### config.mk
export PLATFORM = sky130hd
export DESIGN_NAME = tx_pause_sched
export DESIGN_NICKNAME = d
export VERILOG_FILES = /design/src/rtl/tx_pause_pkg.sv /design/src/rtl/tps_quanta_ctr.sv /design/src/rtl/tps_ipg_timer.sv /design/src/rtl/tps_arbiter.sv /design/src/rtl/tx_pause_sched.sv
export SDC_FILE = /design/constraint.sdc
export NUM_CORES = 1
export LEC_CHECK = 0
export ABC_AREA = 1
export BUFFER_PORTS_ARGS = -buffer_cell sky130_fd_sc_hd__buf_2
export CAP_MARGIN = 0
export CORE_MARGIN = 3
export CORE_UTILIZATION = 31
export CTS_CLUSTER_DIAMETER = 30
export DETAILED_ROUTE_END_ITERATION = 12
export PLACE_DENSITY = 0.59
export SLEW_MARGIN = 20
export SYNTH_ARGS = -nofsm -noshare
export SYNTH_HDL_FRONTEND = slang
export SYNTH_SLANG_ARGS = --single-unit
export TNS_END_PERCENT = 1
### constraint.sdc
create_clock -name clk -period 2.6 [get_ports clk]
set_clock_uncertainty 0.2 [all_clocks]
set_input_delay 0.13 -clock clk [delete_from_list [all_inputs] [get_ports clk]]
set_output_delay 0.13 -clock clk [all_outputs]
set_load 0.02 [all_outputs]
### src/rtl/tx_pause_pkg.sv
package tx_pause_pkg;
  typedef enum logic [0:0] {
    LINE_FREE = 1'b0,
    LINE_BUSY = 1'b1
  } line_state_e;

  localparam logic [7:0] IDLE_CHAR   = 8'h07;
  localparam int         QUANTA_BITS = 512;
endpackage

### src/rtl/tps_quanta_ctr.sv
module tps_quanta_ctr #(
  parameter int QUANTA_W = 16,
  parameter int QSH      = 3,
  parameter int OSH      = 3,
  parameter int CNT_W    = QUANTA_W + QSH,
  parameter int OCT_W    = CNT_W + OSH
) (
  input  logic                clk,
  input  logic                rst_n,
  input  logic                load,
  input  logic [QUANTA_W-1:0] value,
  input  logic                run,
  output logic                pending,
  output logic [OCT_W-1:0]    octet
);
  logic [CNT_W-1:0] left_q, left_d;
  logic [CNT_W-1:0] pos_q, pos_d;
  logic             en;

  always_comb begin
    left_d = left_q;
    pos_d  = pos_q;
    en     = 1'b0;
    if (load) begin
      left_d = CNT_W'(value) << QSH;
      pos_d  = '0;
      en     = 1'b1;
    end else if (run && (left_q != '0)) begin
      left_d = left_q - CNT_W'(1);
      pos_d  = pos_q + CNT_W'(1);
      en     = 1'b1;
    end
  end

  always_ff @(posedge clk or negedge rst_n) begin
    if (!rst_n) begin
      left_q <= '0;
      pos_q  <= '0;
    end else if (en) begin
      left_q <= left_d;
      pos_q  <= pos_d;
    end
  end

  assign pending = (left_q != '0);
  assign octet   = OCT_W'(pos_q) << OSH;
endmodule

### src/rtl/tps_ipg_timer.sv
module tps_ipg_timer #(
  parameter int IPG_BEATS = 2,
  parameter int IPG_W     = (IPG_BEATS > 1) ? $clog2(IPG_BEATS + 1) : 1
) (
  input  logic clk,
  input  logic rst_n,
  input  logic frame_done,
  output logic open
);
  generate
    if (IPG_BEATS == 0) begin : g_nogap
      assign open = 1'b1;
    end else begin : g_gap
      logic [IPG_W-1:0] cnt_q, cnt_d;
      logic             en;

      always_comb begin
        cnt_d = cnt_q;
        en    = 1'b0;
        if (frame_done) begin
          cnt_d = IPG_W'(IPG_BEATS);
          en    = 1'b1;
        end else if (cnt_q != '0) begin
          cnt_d = cnt_q - IPG_W'(1);
          en    = 1'b1;
        end
      end

      always_ff @(posedge clk or negedge rst_n) begin
        if (!rst_n)  cnt_q <= '0;
        else if (en) cnt_q <= cnt_d;
      end

      assign open = (cnt_q == '0);
    end
  endgenerate
endmodule

### src/rtl/tps_arbiter.sv
module tps_arbiter
  import tx_pause_pkg::*;
(
  input  logic clk,
  input  logic rst_n,
  input  logic pause_held,
  input  logic gap_open,
  input  logic pause_tx_req,
  input  logic data_req,
  input  logic frame_last,
  output logic pause_tx_grant,
  output logic data_grant,
  output logic line_free,
  output logic frame_done
);
  line_state_e state_q, state_d;
  logic        may_start;

  assign line_free  = (state_q == LINE_FREE);
  assign frame_done = (state_q == LINE_BUSY) && frame_last;
  assign may_start  = line_free && !pause_held && gap_open;

  // The local pause frame ranks above data; a held received pause ranks above both.
  assign pause_tx_grant = may_start && pause_tx_req;
  assign data_grant     = may_start && data_req && !pause_tx_req;

  always_comb begin
    state_d = state_q;
    unique case (state_q)
      LINE_FREE: if (pause_tx_grant || data_grant) state_d = LINE_BUSY;
      LINE_BUSY: if (frame_last)                   state_d = LINE_FREE;
      default:                                     state_d = LINE_FREE;
    endcase
  end

  always_ff @(posedge clk or negedge rst_n) begin
    if (!rst_n) state_q <= LINE_FREE;
    else        state_q <= state_d;
  end
endmodule

### src/rtl/tx_pause_sched.sv
module tx_pause_sched
  import tx_pause_pkg::*;
#(
  parameter int DATA_W    = 64,
  parameter int QUANTA_W  = 16,
  parameter int IPG_BEATS = 2,
  localparam int BEAT_OCTETS = DATA_W / 8,
  localparam int BEATS_PER_Q = (QUANTA_BITS / 8) / BEAT_OCTETS,
  localparam int QSH         = $clog2(BEATS_PER_Q),
  localparam int OSH         = $clog2(BEAT_OCTETS),
  localparam int CNT_W       = QUANTA_W + QSH,
  localparam int OCT_W       = CNT_W + OSH
) (
  input  logic                   clk,
  input  logic                   rst_n,
  input  logic                   quanta_vld,
  input  logic [QUANTA_W-1:0]    quanta,
  input  logic                   pause_tx_req,
  input  logic                   data_req,
  input  logic                   frame_last,
  output logic                   pause_tx_grant,
  output logic                   data_grant,
  output logic                   idle_force,
  output logic [OCT_W-1:0]       idle_octet,
  output logic [DATA_W-1:0]      idle_txd,
  output logic [BEAT_OCTETS-1:0] idle_txc
);
  logic             pause_held;
  logic             line_free;
  logic             frame_done;
  logic             gap_open;
  logic [OCT_W-1:0] octet_raw;

  tps_quanta_ctr #(
    .QUANTA_W (QUANTA_W),
    .QSH      (QSH),
    .OSH      (OSH),
    .CNT_W    (CNT_W),
    .OCT_W    (OCT_W)
  ) u_qctr (
    .clk     (clk),
    .rst_n   (rst_n),
    .load    (quanta_vld),
    .value   (quanta),
    .run     (line_free),
    .pending (pause_held),
    .octet   (octet_raw)
  );

  tps_ipg_timer #(
    .IPG_BEATS (IPG_BEATS)
  ) u_gap (
    .clk        (clk),
    .rst_n      (rst_n),
    .frame_done (frame_done),
    .open       (gap_open)
  );

  tps_arbiter u_arb (
    .clk            (clk),
    .rst_n          (rst_n),
    .pause_held     (pause_held),
    .gap_open       (gap_open),
    .pause_tx_req   (pause_tx_req),
    .data_req       (data_req),
    .frame_last     (frame_last),
    .pause_tx_grant (pause_tx_grant),
    .data_grant     (data_grant),
    .line_free      (line_free),
    .frame_done     (frame_done)
  );

  assign idle_force = line_free && pause_held;
  assign idle_octet = idle_force ? octet_raw : '0;

  generate
    for (genvar b = 0; b < BEAT_OCTETS; b++) begin : g_lane
      assign idle_txd[b*8 +: 8] = idle_force ? IDLE_CHAR : 8'h00;
      assign idle_txc[b]        = idle_force;
    end
  endgenerate
endmodule

==> results of run 1 <==
## worst max-delay path by stage
stage,to,slack (ns)
finish,idle_octet[7],0.18
CTS,idle_octet[11],0.02
floorplan,idle_txc[0],0.28
global route,idle_octet[20],-0.005
global placement,idle_octet[4],0.45
detailed placement,idle_octet[11],0.37
## per-layer routing
layer	vias up	global-route usage, %	wire (um)
li1	1618	-	-
met1	1450	16.22	3536
met2	117	23.34	3931
met3	9	2.402	513
met4	0	4.187	113
met5	-	0	0
## worst min-delay path: cells and delay by family
| kind | cells | cell delay (ns) |
|---|---|---|
| buf+inv | 1 | 0.24 |
| simple gates | 2 | 0.17 |
## power by group through the flow
| stage | sequential (mW) | combinational, mW | clock, mW |
|---|---|---|---|
| after global placement | 0.772 | 0.365 | 0 |
| after CTS | 0.762 | 0.399 | 0.444 |
| after detailed placement | 0.773 | 0.375 | 0 |
| final | 0.762 | 0.398 | 0.433 |
| after floorplan | 0.755 | 0.342 | 0 |
| after global routing | 0.771 | 0.465 | 0.466 |
## sequential cells by signal, indices dropped and copies added (netlist names)
name,flops
u_arb.state_q,1
u_qctr.pos_q,19
u_gap.g_gap.cnt_q,2
u_qctr.left_q,19
## timing repair
action,4_1_cts,5_1_grt
hold buffers,20,0
resized for setup,0,3
buffers inserted,0,0
setup endpoints to repair,0,54
hold endpoints to repair,40,0
## Yosys cell counts (all sizes together)
cell,number
nor3,3
and2,1
clkbuf,5
inv,39
nor2,76
clkinv,2
xnor2,3
nand2,188
xor2,15
a21oi,1
ha,3
nand4,11
buf,82
o21ai,10
o211ai,1
or2,1
conb,1
nand3,41
dfrtp,41
## cells by family after synthesis
logic type / Yosys count / synth area share, %
AND/OR/NAND/NOR: 321 / 38.96
XOR/XNOR: 18 / 4.636
flip-flops: 41 / 30.17
AO/OA/AOI/OAI: 12 / 1.839
adder cells (fa/ha/maj): 3 / 1.104
other: 1 / 0.1103
buffers and inverters: 128 / 23.18
## metrics by stage
step	worst slack [ns]	hold slack [ns]	TNS (ns)	power [mW]
detailed placement	0.3701	-0.05619	0	1.149
global placement	0.4507	-0.05905	0	1.136
CTS	0.02460	0.1131	0	1.604
finish	0.1827	0.1092	0	1.593
floorplan	0.2834	-0.3656	0	1.097
global route	-0.004642	0.1644	-0.008500	1.702
## area by class of cell
cell class	instances	area, um^2
Clock buffer	5	68.82
Tap cell	136	170.2
Multi-Input combinational cell	397	1752
Inverter	41	158.9
Clock inverter	3	17.52
Timing Repair Buffer	100	629.4
Sequential cell	41	1026
Fill cell	1149	6686
==> results.tsv, run 1 <==
metric	value	unit
min_to	u_qctr.left_q[12]	
slew_headroom	64.84	%
ios	119	
place_area	0.003525	mm^2
layout_commonest_cell	nand2_1	
grt_max_degree	49	
syn-cell-area	0.003401	mm^2
cts_buffer_depth	2	
num_rows	37	
die_area	0.01226	mm^2
max_freq	0.4137	GHz
synth.distinct_cells	29	
routabilityCongestion	0.8942	
clk_transition_reported_paths	0.09	ns
start_util	32.36	%
p_int	1.023	mW
root_buffer	clkbuf_8	
min_from	quanta_vld	
reg2reg_depth	9	
combPwrFrac	25.0	%
ant_nets	0	
final_nets	611	
coreArea	0.01051	mm^2
crit_family	simple AND/OR/NAND/NOR gates	
fin_util	36.37	%
whs_path_depth	3	
place_inst	695	
grt_overflow	0	
drt-pass1-iter-count	4	
p_seq_share	47.9	%
avgSynthCellArea	6.490	um^2
slowest_stage	dfrtp_1	
diodes	0	
maxSlewViolCount	0	
die_y	110.7	um
drive_above_1_share	16.87	%
via_per_inst	4.418	
ys_top_cells_by_area	dfrtp_1 30%, nand2_1 20%, buf_4 17%	
p_leak	2.009	nW
synth_top_area_cell	dfrtp_1	
cts_tree	done	
ir_drop	0.2515	mV
cp-end-kind	output pin	
htree_levels	2	
cp_data_arrival_time	2.09	ns
fin_crit_sh	92.97	%
crit_start	u_qctr.left_q[0]	
final_cell_mix	185 x nand2_1, 75 x buf_2, 74 x nor2_1	
grt_pass1_wl	13820	um
syn_to_final_growth	12.40	%
dieWidth	110.7	um
synth_top_area_share	30.17	%
rsz0062_at_grt	true	
grt_pass1_vias	3019	
routed_wl	8094	um
period_minus_slack	2.417	ns
synthCells	524	
slowest_delay	0.39	ns
synth-seq-cells	41	
r2r_start	u_qctr.left_q[0]	
cp.required	2.27	ns
finalSetupViolations	0	
swShare	35.79	%
placement.io_buffers	75	
crit_fanout	19	
gr-usage-all-layers	13.21	%
fin_area	0.003822	mm^2
worstMarginPinSlew	0.5275	ns
insertion_delay	0.30	ns
numCtsBuffers	5	
antenna_found_initial	0	
status	complete, no violations	
hold_viol	0	
vias	3194	
cp-start-kind	flip-flop	
path_cells	clkinv_1 -> ha_2 -> nand2_2 -> nor2_4 -> nand3_2 -> nand2_4 -> buf_6 -> nor2_1 -> buf_2	
cts_num_sinks	41	
path_buf_inv	3	
stdcell_count	723	
cap_violations	0	
criticalPathCategory	flip-flop to output pin	
synth_warnings	0	
r2r_setup_slack	0.26	ns
crit_cells	9	
drc_errors	0	
clkPwrFrac	27.2	%
wl_per_cell	11.20	um
dp_hpwl	5865	um
drtIter0Drc	143	
seq_area_frac_synth	30.17	%
hold_path_class	input pin to flip-flop	
r2r_end	u_arb.state_q	
p_switching	570.1	uW
powerDensity	416.7	mW/mm^2
Note: power is estimated with default switching activity, not from simulation.
==> run 2, diff against run 1 <==
- ABC_AREA: 1 -> 0
- PLACE_DENSITY: 0.59 -> 0.6
==> run 2 against run 1 <==
Compared with the run above: utilization rose by 0.84 points; synthesized cell count down 34%; highest routed layer unchanged; combinational power decreased by 11%; synthesized area fell by 10%; worst hold slack lost 0.11 ns; maximum frequency is 3.7% lower; sequential power shrank 1%; critical path depth shrank 3.
==> results.tsv, run 2 <==
metric	value	unit
status	complete, no violations	
cp-start-kind	flip-flop	
antenna_found_initial	0	
cts_num_sinks	41	
htree_levels	2	
rsz0062_at_grt	true	
dieWidth	105.3	um
routabilityCongestion	0.7188	
coreArea	0.009415	mm^2
vias	2399	
cts_tree	done	
insertion_delay	0.30	ns
synthCells	346	
yosysMostFrequentCell	buf_4	
top_regs	u_qctr.left_q (19), u_qctr.pos_q (19), u_gap.g_gap.cnt_q (2)	
synth_top_family_by_area	buffers and inverters	
placement.io_buffers	75	
ios	119	
power	1.529	mW
ys.flop_type	dfrtp_1	
start_util	32.45	%
ant_nets	0	
ir_drop	0.1970	mV
diodes	0	
whs_path_depth	3	
slew_headroom	50.91	%
fin_util	37.21	%
yosys.area_share.simple	21.83	%
wl_per_cell	12.48	um
grt_overflow	0	
synth_mux_area_share	1.761	%
criticalPathCategory	flip-flop to output pin	
p_switching	503.0	uW
cap_violations	0	
finalSetupViolations	0	
worstMarginPinSlew	0.7177	ns
synth_edf_count	0	
synth_warnings	0	
ys_top_cells_by_area	dfrtp_1 34%, buf_4 19%, xnor2_1 6.0%	
clk_transition_reported_paths	0.08	ns
place_inst	507	
slowest_stage	or4_4	
cp-end-kind	output pin	
synthXorXnorAreaFrac	8.886	%
grt_pass1_wl	10540	um
place_area	0.003167	mm^2
async_reset_ff_share	100.0	%
syn_to_final_growth	14.66	%
drt-pass1-iter-count	4	
hold_viol	0	
cts_buffer_depth	2	
max_freq	0.3982	GHz
avgSynthCellArea	8.831	um^2
p_seq_share	49.1	%
r2r_end	u_qctr.pos_q[18]	
seq_area_frac_synth	33.58	%
powerDensity	436.5	mW/mm^2
p_leak	1.565	nW
numCtsBuffers	5	
synth_fa_ha_area_share	1.229	%
hold_path_class	input pin to flip-flop	
dp_hpwl	4611	um
synth.distinct_cells	44	
final_nets	431	
swShare	32.89	%
synth_compound_area_share	10.44	%
layout_commonest_cell	buf_2	
synth_top_area_cell	dfrtp_1	
r2r_setup_slack	0.19	ns
num_rows	35	
reg2reg_depth	8	
drc_errors	0	
grt_max_degree	42	
min_to	u_arb.state_q	
die_y	105.3	um
fin_area	0.003503	mm^2
synth-seq-cells	41	
routed_wl	6690	um
cp.required	2.27	ns
grt_pass1_vias	2246	
period_minus_slack	2.511	ns
stdcell_count	536	
root_buffer	clkbuf_8	
combPwrFrac	23.2	%
final_cell_mix	74 x buf_2, 43 x conb_1, 41 x dfrtp_1	
syn-cell-area	0.003055	mm^2
via_per_inst	4.476	
p_int	1.026	mW
synth_top_area_share	33.58	%
gr-usage-all-layers	11.59	%
synth_common_cells	76 x buf_4, 41 x dfrtp_1, 28 x nor2_1	
slowest_delay	0.59	ns
drtIter0Drc	87	
r2r_start	u_qctr.left_q[0]	
clkPwrFrac	27.7	%
maxSlewViolCount	0	
die_area	0.01108	mm^2
cp_data_arrival_time	2.18	ns
drive_above_1_share	27.27	%
fin_crit_sh	96.59	%
min_from	data_req	
crit_fanout	15	
path_cells	or4_4 -> nor3_4 -> buf_12 -> a21oi_2 -> and2_1 -> buf_2	
==> run 2: worst max-delay path by stage <==
stage | end | slack, ns | from
floorplan | idle_octet[12] | 0.07 | u_qctr.left_q[6]
global placement | idle_octet[15] | 0.18 | u_qctr.left_q[0]
detailed placement | idle_octet[4] | 0.1 | u_qctr.left_q[0]
CTS | data_grant | -0.04 | u_qctr.left_q[15]
global route | idle_txd[56] | -0.04 | u_qctr.left_q[0]
finish | idle_octet[6] | 0.09 | u_qctr.left_q[6]
==> run 2: critical path: cells and delay by family (launching register included) <==
| family | cells | cell delay [ns] |
|---|---|---|
| buf+inv | 2 | 0.30 |
| flops | 1 | 0.40 |
| compound gates | 1 | 0.15 |
| simple gates | 3 | 1.03 |
==> run 2: cell families after synthesis <==
family                     Yosys count
other                                1
xor gates and xnor gates            31
muxes                                5
DFF                                 41
buffers and inverters              101
adders and majority gates            3
and+or+nand+nor                    117
AOI/OAI and AO/OA                   47
==> run 2: layer usage <==
| metal | part of all wire [%] | GRT usage (%) |
|---|---|---|
| met1 | 43 | 14.41 |
| met2 | 49 | 20.45 |
| met3 | 6.5 | 2.205 |
| met4 | 0.87 | 3.093 |
| met5 | 0 | 0 |
==> run 2: what timing repair did <==
item,CTS,global route
hold buffers,18,0
gates cloned,1,1
pin swaps,2,2
resized for setup,3,4
buffers inserted,0,1
setup endpoints to repair,53,21
endpoints found under the hold margin,60,0
==> run 2: metrics by stage <==
step                TNS (ns)  hold WS [ns]  setup WS [ns]
floorplan                  0       -0.3656        0.07032
global placement           0        0.1346         0.1821
detailed placement         0        0.1467        0.09638
CTS                 -0.04117      0.005511       -0.04117
global route         -0.9224       0.02955       -0.04377
finish                     0      0.002018        0.08858
==> run 2: power groups by stage <==
stage,Sequential [mW],Combinational (mW),Clock (mW)
6_report,0.751,0.355,0.423
5_1_grt,0.761,0.396,0.467
4_1_cts,0.751,0.352,0.436
3_5_place_dp,0.762,0.325,0
3_3_place_gp,0.758,0.317,0
2_1_floorplan,0.749,0.305,0
==> run 2: cell type report <==
cell class / count / area [um^2]
clock buffers: 5 / 68.82
clock inverters: 3 / 17.52
flip-flops and latches: 41 / 1026
fillers: 970 / 5912
inverters: 9 / 33.78
repair buffers: 101 / 630.6
multi-input cells: 248 / 1565
well taps: 129 / 161.4
